===== src/rtl/vfd_pkg.sv =====
package vfd_pkg;
  localparam int NUM_CHAN = 3;
  localparam int CH_BITS  = 2;
  localparam int COLOR_W  = NUM_CHAN * CH_BITS;
  typedef logic [CH_BITS-1:0] chan_code_t;
endpackage


===== src/rtl/vfd_frame_phase.sv =====
module vfd_frame_phase #(
  parameter logic VSYNC_POL = 1'b0
) (
  input  logic clk,
  input  logic rst_n,
  input  logic vsync,
  output logic frame_odd
);
  logic vs_q;
  logic vs_hit;

  // one pulse on the first sampled cycle of an asserted sync
  assign vs_hit = (vsync == VSYNC_POL) && (vs_q != VSYNC_POL);

  always_ff @(posedge clk or negedge rst_n) begin
    if (!rst_n) begin
      vs_q      <= ~VSYNC_POL;
      frame_odd <= 1'b0;
    end else begin
      vs_q <= vsync;
      if (vs_hit) frame_odd <= ~frame_odd;
    end
  end
endmodule


===== src/rtl/vfd_chan_pick.sv =====
module vfd_chan_pick
  import vfd_pkg::*;
(
  input  chan_code_t code,
  input  logic       frame_odd,
  input  logic       active,
  output logic       pix
);
  always_comb begin
    pix = active & (frame_odd ? code[1] : code[0]);
  end
endmodule


===== src/rtl/vfd_out_reg.sv =====
module vfd_out_reg #(
  parameter int W = 3
) (
  input  logic         clk,
  input  logic         rst_n,
  input  logic [W-1:0] d,
  output logic [W-1:0] q
);
  always_ff @(posedge clk or negedge rst_n) begin
    if (!rst_n) q <= '0;
    else        q <= d;
  end
endmodule


===== src/rtl/vga_frame_dither.sv =====
module vga_frame_dither
  import vfd_pkg::*;
#(
  parameter logic VSYNC_POL = 1'b0
) (
  input  logic               clk,
  input  logic               rst_n,
  input  logic               vsync,
  input  logic               active,
  input  logic [COLOR_W-1:0] color,
  output logic               red,
  output logic               green,
  output logic               blue
);
  logic                frame_odd;
  logic [NUM_CHAN-1:0] pick_d;
  logic [NUM_CHAN-1:0] pick_q;

  vfd_frame_phase #(.VSYNC_POL(VSYNC_POL)) u_phase (
    .clk      (clk),
    .rst_n    (rst_n),
    .vsync    (vsync),
    .frame_odd(frame_odd)
  );

  for (genvar ch = 0; ch < NUM_CHAN; ch++) begin : g_chan
    vfd_chan_pick u_pick (
      .code     (color[ch*CH_BITS +: CH_BITS]),
      .frame_odd(frame_odd),
      .active   (active),
      .pix      (pick_d[ch])
    );
  end

  vfd_out_reg #(.W(NUM_CHAN)) u_oreg (
    .clk  (clk),
    .rst_n(rst_n),
    .d    (pick_d),
    .q    (pick_q)
  );

  assign red   = pick_q[0];
  assign green = pick_q[1];
  assign blue  = pick_q[2];
endmodule


===== config.mk =====
export PLATFORM = sky130hd
export DESIGN_NAME = vga_frame_dither
export DESIGN_NICKNAME = d
export VERILOG_FILES = /design/src/rtl/vfd_pkg.sv /design/src/rtl/vfd_frame_phase.sv /design/src/rtl/vfd_chan_pick.sv /design/src/rtl/vfd_out_reg.sv /design/src/rtl/vga_frame_dither.sv
export SDC_FILE = /design/constraint.sdc
export NUM_CORES = 1
export LEC_CHECK = 0
export ABC_AREA = 1
export BUFFER_PORTS_ARGS = -buffer_cell sky130_fd_sc_hd__buf_2
export CAP_MARGIN = 5
export CELL_PAD_IN_SITES_DETAIL_PLACEMENT = 1
export CELL_PAD_IN_SITES_GLOBAL_PLACEMENT = 2
export CORE_AREA = 5 5 42 44
export CTS_BUF_LIST = sky130_fd_sc_hd__clkbuf_16
export DETAILED_ROUTE_END_ITERATION = 8
export DIE_AREA = 0 0 47 49
export PLACE_DENSITY = 0.59
export REMOVE_ABC_BUFFERS = 1
export SLEW_MARGIN = 25
export SYNTH_ARGS = -nofsm -noshare
export SYNTH_HDL_FRONTEND = slang
export SYNTH_SLANG_ARGS = --single-unit

===== constraint.sdc =====
create_clock -name clk -period 1.2 [get_ports clk]
set_clock_uncertainty 0.05 [all_clocks]
set_input_delay 0 -clock clk [delete_from_list [all_inputs] [get_ports clk]]
set_output_delay 0 -clock clk [all_outputs]
set_load 0.005 [all_outputs]

==> flow_metrics.env, run 1 <==
export IMPL_min_path_cells=5
export IMPL_dp_cells=53
export IMPL_coreArea_sq_um=1400
export IMPL_rr_startpoint="u_phase.vs_q$_DFF_PN1_"
export IMPL_hold_viol=0
export IMPL_start_kind="flip-flop"
export IMPL_yosysWarnings=0
export IMPL_worstMarginPinSlew_ps=235
export IMPL_pwr_share_clk=0.643
export IMPL_max_stage_delay_ps=520
export IMPL_grt_setup_unrepaired="false"
export IMPL_fmax_mhz=1190
export IMPL_seq_area_frac_synth=0.564
export IMPL_finalMaxSlewViolations=0
export IMPL_multi_input_area_sq_um=71.3
export IMPL_crit_chain="nand2_1 > nand2_1 > nand2_1"
export IMPL_die_h_microns=49
export IMPL_switching_share=0.191
export IMPL_dieArea_sq_um=2300
export IMPL_grt_overflow=0
export IMPL_status="completed"
export IMPL_wl_microns=602
export IMPL_worstPathArrival_ps=900
export IMPL_yosys_cell_types_count=9
export IMPL_internal_power_uw=671
export IMPL_rows=14
export IMPL_reg2reg_depth=3
export IMPL_cp_required_ps=1260
export IMPL_cts_resized=0
export IMPL_period_minus_slack_ps=842
export IMPL_clockBufferDepth=2
export IMPL_worst_r2r_endpoint="u_phase.frame_odd$_DFFE_PN0P_"
export IMPL_hold_start="color[1]"
export IMPL_ys_ff_latch=5
export IMPL_areaGrowthSynthToFinish_pct=92.7
export IMPL_routabilityCongestion=0.610
export IMPL_postSynthAreaPerCell_sq_um=8.61
export IMPL_path_max_fanout=2
export IMPL_viasPerCell=3.76
export IMPL_slew_headroom=0.843
export IMPL_clk_pin_slew_ps=30
export IMPL_wire_per_inst_microns=9.56
export IMPL_whs_endpoint="u_oreg.q[0]$_DFF_PN0_"
export IMPL_critical_path_top_delay_family="flip-flops"
export IMPL_grt_antenna_before_repair=0
export IMPL_instances_no_fill=63
export IMPL_grt_pass1_wl_microns=1080
export IMPL_drive_above_1_share=0.404
export IMPL_comb_power_share=0.107
export IMPL_rrSetupSlack_ps=360
export IMPL_slowest_stage="dfstp_2"
export IMPL_layout_common_cells="buf_2 (12), nand2_1 (9), dlygate4sd3_1 (6)"
export IMPL_antenna_cells=0
export IMPL_powerDensity_nw_per_um2=1920
export IMPL_hold_buffers=6
export IMPL_worst_setup_path_type="reg2reg"
export IMPL_seq_power_share=0.251
export IMPL_hold_path_class="in2reg"
export IMPL_grtUsageTotal=0.0700
export IMPL_setup_viol_count_final=0
export IMPL_power_switching_uw=159
export IMPL_drc=0
export IMPL_grt_pass1_vias=283
export IMPL_dr_pass1_iters=2
export IMPL_synth_cells=26
export IMPL_final_nets=58
export IMPL_die_w_microns=47
export IMPL_final_setup_worst_slack_ps=358
export IMPL_syn_area_sq_um=224
export IMPL_final_common_cell="buf_2"
export IMPL_h_tree_depth=1
export IMPL_post_cts_buffers=0
export IMPL_dpl_worst_slack_ps=361
export IMPL_io_buffers=12
export IMPL_crit_buf_inv=0
export IMPL_vias=237
export IMPL_io_pin_count=13
export IMPL_end_kind="flip-flop"
export IMPL_ir_worst_vdd_v=0.000405
export IMPL_initial_core_util=0.160
export IMPL_grt_max_degree=9
export IMPL_min_period_over_period=0.702
export IMPL_p_leak_uw=0.000234
export IMPL_fin_total_pwr_uw=830
export IMPL_max_cap_violations=0
export IMPL_fillers=173
export IMPL_insertion_delay_ps=230
export IMPL_timing_setup_tns_ps=0
export IMPL_cts_sinks=5
export IMPL_crit_top_cell="nand2_1"
export IMPL_drtAntennaViolNets=0
export IMPL_drt_iter0_markers=1
export IMPL_ff_latch_area_sq_um=126
export IMPL_cts_tree="done"
export IMPL_cts_root_buf="clkbuf_16"
export IMPL_cts_made_buffers=3
## layer usage
metal | track usage | up-vias | part of all wire
li1 | - | 115 | -
met1 | 0.0735 | 104 | 0.40
met2 | 0.0950 | 16 | 0.43
met3 | 0.0332 | 2 | 0.13
met4 | 0.0691 | 0 | 0.027
met5 | 0 | - | 0
## Yosys cell counts
cell | n | share of area
dfstp_2 | 1 | 0.12
clkinv_1 | 1 | 0.017
inv_1 | 3 | 0.050
nor2_1 | 3 | 0.050
buf_6 | 1 | 0.050
nand3b_1 | 1 | 0.034
nand2_1 | 9 | 0.15
dfrtp_1 | 4 | 0.45
nor2_2 | 3 | 0.084
## power groups by stage
stage | sequential (uW) | clock [uW] | combinational, uW
floorplan | 208 | 0 | 35.8
global placement | 209 | 0 | 72.6
detailed placement | 211 | 0 | 75.6
CTS | 209 | 545 | 91.4
global route | 212 | 560 | 102
finish | 208 | 533 | 88.5
## how the worst max path moves through the flow
| stage | startpoint | end | cells after the start |
|---|---|---|---|
| 2_1_floorplan | u_phase.vs_q$_DFF_PN1_ | u_phase.frame_odd$_DFFE_PN0P_ | 3 |
| 3_3_place_gp | u_phase.frame_odd$_DFFE_PN0P_ | u_oreg.q[0]$_DFF_PN0_ | 2 |
| 3_5_place_dp | u_phase.frame_odd$_DFFE_PN0P_ | u_oreg.q[2]$_DFF_PN0_ | 2 |
| 4_1_cts | u_phase.frame_odd$_DFFE_PN0P_ | u_oreg.q[0]$_DFF_PN0_ | 2 |
| 5_1_grt | u_phase.frame_odd$_DFFE_PN0P_ | u_oreg.q[2]$_DFF_PN0_ | 3 |
| 6_report | u_phase.vs_q$_DFF_PN1_ | u_phase.frame_odd$_DFFE_PN0P_ | 3 |
## tightest hold or removal path, stage by stage
cell and delay (ps):
buf_2 100, inv_1 40, nand2_1 40, nand2_1 60, nor2_2 30
## layout make-up
type | instances | area share
Sequential cell | 5 | 0.293
Inverter | 4 | 0.0348
Clock inverter | 1 | 0.00870
Multi-Input combinational cell | 16 | 0.165
Timing Repair Buffer | 18 | 0.278
Clock buffer | 3 | 0.174
Tap cell | 16 | 0.0464
## per-stage QoR
stage | util | area (sq um) | hold slack [ps]
6_report | 0.308 | 432 | 39.8
5_1_grt | 0.308 | 432 | 74.3
4_1_cts | 0.308 | 432 | 46.0
3_5_place_dp | 0.209 | 293 | -234
3_3_place_gp | 0.209 | 293 | -235
2_1_floorplan | - | 213 | -346
## sequential cells by signal, summed over array words and instances (netlist names)
signal	flops
u_oreg.q	3
u_phase.frame_odd	1
u_phase.vs_q	1
## kinds of logic (layout without fill, tap and decap cells)
kind of cell,Yosys count,in the layout,share of synthesized area
flops,5,5,0.564
buf+inv,5,26,0.117
simple gates,16,16,0.318
Note: power is estimated with default switching activity, not from simulation.
==> inputs of run 2 (changes only) <==
Settings changed: ABC_AREA 1 to 0, PLACE_DENSITY 0.59 to 0.5.
Clock period 1.2 ns to 0.8 ns, I/O delays scaled along.
==> flow_metrics.env, run 2 <==
export IMPL_grt_most_used_layer="met4"
export IMPL_clk_pin_slew_ps=30
export IMPL_viasPerCell=3.65
export IMPL_synth_edff_count=0
export IMPL_insertion_delay_ps=230
export IMPL_netlist_top_cells_count="dfrtp_1 (4), mux2i_1 (3), nor2b_1 (3)"
export IMPL_yosysTopAreaCell="dfrtp_1"
export IMPL_hold_start="color[4]"
export IMPL_slew_headroom=0.914
export IMPL_start_kind="flip-flop"
export IMPL_dr_pass1_iters=1
export IMPL_yosys_cell_types_count=7
export IMPL_powerDensity_nw_per_um2=3540
export IMPL_seq_area_frac_synth=0.627
export IMPL_async_flop_share=1.00
export IMPL_grt_met2_usage=0.0633
export IMPL_wire_per_inst_microns=10.6
export IMPL_rows=14
export IMPL_timing_setup_tns_ps=-171
export IMPL_io_buffers=12
export IMPL_worstMarginPinSlew_ps=126
export IMPL_h_tree_depth=1
export IMPL_status="finished, violations left"
export IMPL_synth_cells=14
export IMPL_top_register="u_oreg.q"
export IMPL_reg_top3="u_oreg.q x3, u_phase.frame_odd x1, u_phase.vs_q x1"
export IMPL_die_w_microns=47
export IMPL_cts_sinks=5
export IMPL_cp_required_ps=860
export IMPL_period_minus_slack_ps=865
export IMPL_grt_pass1_wl_microns=814
export IMPL_grt_max_degree=6
export IMPL_cts_root_buf="clkbuf_16"
export IMPL_ir_worst_vdd_v=0.000824
export IMPL_violations="setup timing"
export IMPL_p_leak_uw=0.000193
export IMPL_dieArea_sq_um=2300
export IMPL_finalMaxSlewViolations=0
export IMPL_routabilityCongestion=0.629
export IMPL_grt_use_met3=0.0443
export IMPL_grtUsageTotal=0.0552
export IMPL_antenna_cells=0
export IMPL_fin_total_pwr_uw=1350
export IMPL_io_pin_count=13
export IMPL_netlist_top_cells_area="dfrtp_1 (50%), mux2i_1 (15%), dfstp_2 (13%)"
export IMPL_syn_area_sq_um=201
export IMPL_hold_path_class="in2reg"
export IMPL_fmax_mhz=1160
export IMPL_setup_viol_count_final=4
export IMPL_areaGrowthSynthToFinish_pct=88.8
export IMPL_drive_above_1_share=0.531
export IMPL_coreArea_sq_um=1400
export IMPL_yosysWarnings=0
export IMPL_final_setup_worst_slack_ps=-64.8
export IMPL_grt_overflow=0
export IMPL_rr_startpoint="u_phase.vs_q$_DFF_PN1_"
export IMPL_final_common_cell="buf_2"
export IMPL_cp_startpoint="u_phase.vs_q$_DFF_PN1_"
export IMPL_vias=175
export IMPL_drt_iter0_markers=0
export IMPL_hold_viol=0
export IMPL_die_h_microns=49
export IMPL_max_cap_violations=0
export IMPL_cts_tree="done"
export IMPL_grt_setup_unrepaired="true"
export IMPL_grt_pass1_vias=208
export IMPL_ys_ff_latch=5
export IMPL_drc=0
export IMPL_yosysMostFrequentCell="dfrtp_1"
export IMPL_final_nets=43
export IMPL_postSynthAreaPerCell_sq_um=14.4
export IMPL_post_synth_top_area_fraction=0.497
export IMPL_worst_setup_path_type="reg2reg"
export IMPL_wl_microns=510
export IMPL_min_period_over_period=1.08
export IMPL_clockBufferDepth=2
export IMPL_synthFlopType="dfrtp_1"
export IMPL_largest_reg_flops=3
export IMPL_drtAntennaViolNets=0
export IMPL_post_cts_buffers=0
export IMPL_path_max_fanout=1
export IMPL_end_kind="flip-flop"
export IMPL_use_met1=0.0512
export IMPL_worstPathArrival_ps=920
export IMPL_cts_made_buffers=3
export IMPL_initial_core_util=0.144
export IMPL_grt_antenna_before_repair=0
[run 2: cell count changes after synthesis, sizes merged, moves of 3 or more]
cell,before,now
inv,3,0
mux2i,0,3
nand2,9,0
nor2,6,0
nor2b,0,3
[run 2: power breakdown]
group / internal [uW] / switching (uW) / total [uW]
logic: 113 / 53.2 / 166
clock network: 647 / 163 / 810
registers: 317 / 53.0 / 370
[run 2: what timing repair did]
item                                    4_1_cts  5_1_grt
endpoints found under the hold margin         9        1
resized for setup                             1        0
pin swaps                                     0        1
endpoints found under the setup margin        4        4
hold buffers                                  2        1
[run 2: area by class of cell]
type | count | area (sq um)
multi-input combinational | 8 | 63.8
fill | 168 | 1020
clock buffer | 3 | 75.1
sequential | 5 | 128
clock inverter | 1 | 3.75
tap | 16 | 20.0
timing repair buffer | 15 | 90.1
[run 2: kinds of logic (layout without fill, tap and decap cells)]
| group | Yosys count | after routing | synth area share |
|---|---|---|---|
| xor+xnor | 1 | 1 | 0.0435 |
| buf+inv | 1 | 19 | 0.0559 |
| mux | 3 | 3 | 0.149 |
| flops | 5 | 5 | 0.627 |
| simple gates | 4 | 4 | 0.124 |
[run 2: worst paths after layout]
path                                                       to  slack [ps]  cells after the start
min in group asynchronous       u_phase.frame_odd$_DFFE_PN0P_          60                      2
worst min register to register  u_phase.frame_odd$_DFFE_PN0P_         470                      1
worst max-delay path            u_phase.frame_odd$_DFFE_PN0P_         -60                      2
max in group asynchronous              u_phase.vs_q$_DFF_PN1_         430                      2
worst min-delay path                    u_oreg.q[2]$_DFF_PN0_           1                      3
worst max register to register  u_phase.frame_odd$_DFFE_PN0P_         -60                      2
[run 2: metal layers]
layer | part of all wire | vias to the layer above | wire (microns)
met3 | 0.24 | 4 | 121
met4 | 0.055 | 0 | 28
li1 | - | 80 | -
met5 | 0 | - | 0
met2 | 0.35 | 16 | 178
met1 | 0.35 | 75 | 181
[run 2: critical path, stage by stage (launching register included)]
cell and delay [ps]:
dfstp_2 510, nand2b_1 60, xnor2_1 120
[run 2: stage by stage]
stage	instances	instance area (sq um)	hold slack [ps]	worst slack, ps	utilization
final	48	380	1.09	-64.8	0.271
after CTS	47	370	-168	-64.5	0.264
after floorplan	13	190	-346	-37.5	-
after detailed placement	41	270	-230	-88.5	0.193
after global placement	41	270	-232	-102	0.193
after global routing	48	380	31.6	-108	0.271
==> inputs of run 3 (changes only) <==
Settings changed: SETUP_SLACK_MARGIN set to 0.4.
Clock period 0.8 ns to 0.9 ns, I/O delays scaled along.
==> flow_metrics.env, run 3 (synthesized netlist as in run 2, its figures left out) <==
export IMPL_status="finished, violations left"
export IMPL_violations="hold timing"
export IMPL_path_max_fanout=1
export IMPL_worstMarginPinSlew_ps=126
export IMPL_insertion_delay_ps=230
export IMPL_drtAntennaViolNets=0
export IMPL_seq_power_share=0.277
export IMPL_grt_setup_unrepaired="true"
export IMPL_grtUsageTotal=0.0559
export IMPL_final_common_cell="buf_2"
export IMPL_wire_per_inst_microns=10.5
export IMPL_comb_power_share=0.118
export IMPL_min_path_cells=1
export IMPL_rrSetupSlack_ps=40
export IMPL_rr_startpoint="u_phase.vs_q$_DFF_PN1_"
export IMPL_fmax_mhz=1160
export IMPL_dpl_worst_slack_ps=11.5
export IMPL_cts_tree="done"
export IMPL_drt_iter0_markers=0
export IMPL_drc=0
export IMPL_min_period_over_period=0.957
export IMPL_cts_sinks=5
export IMPL_hold_viol=4
export IMPL_rows=14
export IMPL_power_switching_uw=236
export IMPL_grt_max_degree=6
export IMPL_p_leak_uw=0.000185
export IMPL_slew_headroom=0.914
export IMPL_pwr_share_clk=0.605
export IMPL_worstPathArrival_ps=920
export IMPL_period_minus_slack_ps=861
export IMPL_cts_root_buf="clkbuf_16"
export IMPL_holdWs_ps=-164
export IMPL_wl_microns=482
export IMPL_finalMaxSlewViolations=0
export IMPL_die_h_microns=49
export IMPL_largest_reg_flops=3
export IMPL_drive_above_1_share=0.567
export IMPL_start_kind="flip-flop"
export IMPL_reg2reg_depth=2
export IMPL_final_setup_worst_slack_ps=38.6
export IMPL_max_cap_violations=0
export IMPL_post_cts_buffers=0
export IMPL_top_register="u_oreg.q"
export IMPL_switching_share=0.199
export IMPL_antenna_cells=0
export IMPL_dr_pass1_iters=1
export IMPL_internal_power_uw=952
export IMPL_initial_core_util=0.144
export IMPL_worst_r2r_endpoint="u_phase.frame_odd$_DFFE_PN0P_"
export IMPL_grt_overflow=0
export IMPL_cts_made_buffers=3
export IMPL_cp_required_ps=960
export IMPL_io_pin_count=13
export IMPL_hold_path_class="in2reg"
export IMPL_grt_pass1_vias=214
export IMPL_clk_pin_slew_ps=30
export IMPL_hold_buffers=1
export IMPL_timing_setup_tns_ps=0
export IMPL_grt_antenna_before_repair=0
export IMPL_vias=166
export IMPL_clockBufferDepth=2
export IMPL_h_tree_depth=1
export IMPL_ir_worst_vdd_v=0.000729
export IMPL_layout_common_cells="buf_2 (12), mux2i_1 (3), nor2b_1 (3), clkbuf_16 (3), dfrtp_1 (3)"
export IMPL_die_w_microns=47
export IMPL_end_kind="flip-flop"
export IMPL_grt_pass1_wl_microns=828
export IMPL_coreArea_sq_um=1400
export IMPL_io_buffers=12
export IMPL_hold_start="vsync"
export IMPL_final_area_sq_um=360
export IMPL_routabilityCongestion=0.629
export IMPL_dieArea_sq_um=2300
export IMPL_whs_endpoint="u_phase.vs_q$_DFF_PN1_"
export IMPL_areaGrowthSynthToFinish_pct=78.9
export IMPL_viasPerCell=3.61
export IMPL_dpl_cell_area_sq_um=270
export IMPL_final_nets=41
export IMPL_reg_top3="u_oreg.q x3, u_phase.frame_odd x1, u_phase.vs_q x1"
export IMPL_powerDensity_nw_per_um2=3300
export IMPL_setup_viol_count_final=0
export IMPL_worst_setup_path_type="reg2reg"
run 3: timing repair:
action                                  4_1_cts  5_1_grt
gates cloned                                  0        0
gates resized for setup                       1        0
endpoints found under the setup margin        7        7
endpoints found under the hold margin         9        1
pin swaps                                     0        1
run 3: through the flow:
stage | cells | util | hold WS [ps] | power [uW]
after floorplan | 13 | - | -346 | 404
after global placement | 41 | 0.193 | -232 | 469
after detailed placement | 41 | 0.193 | -230 | 470
after CTS | 46 | 0.257 | -168 | 1200
after global routing | 46 | 0.257 | -167 | 1250
final | 46 | 0.257 | -164 | 1190
run 3: power by group through the flow:
stage	sequential (uW)	clock [uW]	combinational [uW]
after floorplan	325	0	79.3
after global placement	330	0	139
after detailed placement	328	0	141
after CTS	332	728	145
final	329	719	140
after global routing	341	748	156
run 3: worst max-delay path by stage:
stage / startpoint / end / slack, ps / cells after the start
final: u_phase.vs_q$_DFF_PN1_ / u_phase.frame_odd$_DFFE_PN0P_ / 40 / 2
after global routing: u_phase.frame_odd$_DFFE_PN0P_ / u_oreg.q[1]$_DFF_PN0_ / -8 / 2
after CTS: u_phase.vs_q$_DFF_PN1_ / u_phase.frame_odd$_DFFE_PN0P_ / 40 / 2
after detailed placement: u_phase.frame_odd$_DFFE_PN0P_ / u_oreg.q[0]$_DFF_PN0_ / 10 / 2
after global placement: u_phase.frame_odd$_DFFE_PN0P_ / u_oreg.q[2]$_DFF_PN0_ / -2 / 2
after floorplan: u_phase.vs_q$_DFF_PN1_ / u_phase.frame_odd$_DFFE_PN0P_ / 60 / 2
run 3: cell type report:
cell class / count / area [sq um]
Clock buffer: 3 / 75.1
Timing Repair Buffer: 13 / 70.1
Fill cell: 166 / 1040
Tap cell: 16 / 20.0
Sequential cell: 5 / 128
Clock inverter: 1 / 3.75
Multi-Input combinational cell: 8 / 63.8
run 3: per-layer routing:
layer | up-vias | track usage | share of wire
li1 | 75 | - | -
met1 | 71 | 0.0535 | 0.37
met4 | 0 | 0.0691 | 0.058
met3 | 4 | 0.0443 | 0.24
met2 | 16 | 0.0633 | 0.32
met5 | - | 0 | 0
run 3: worst max-delay path: stages, from the launching register on:
cell and delay [ps]:
dfstp_2 510, nand2b_1 60, xnor2_1 120
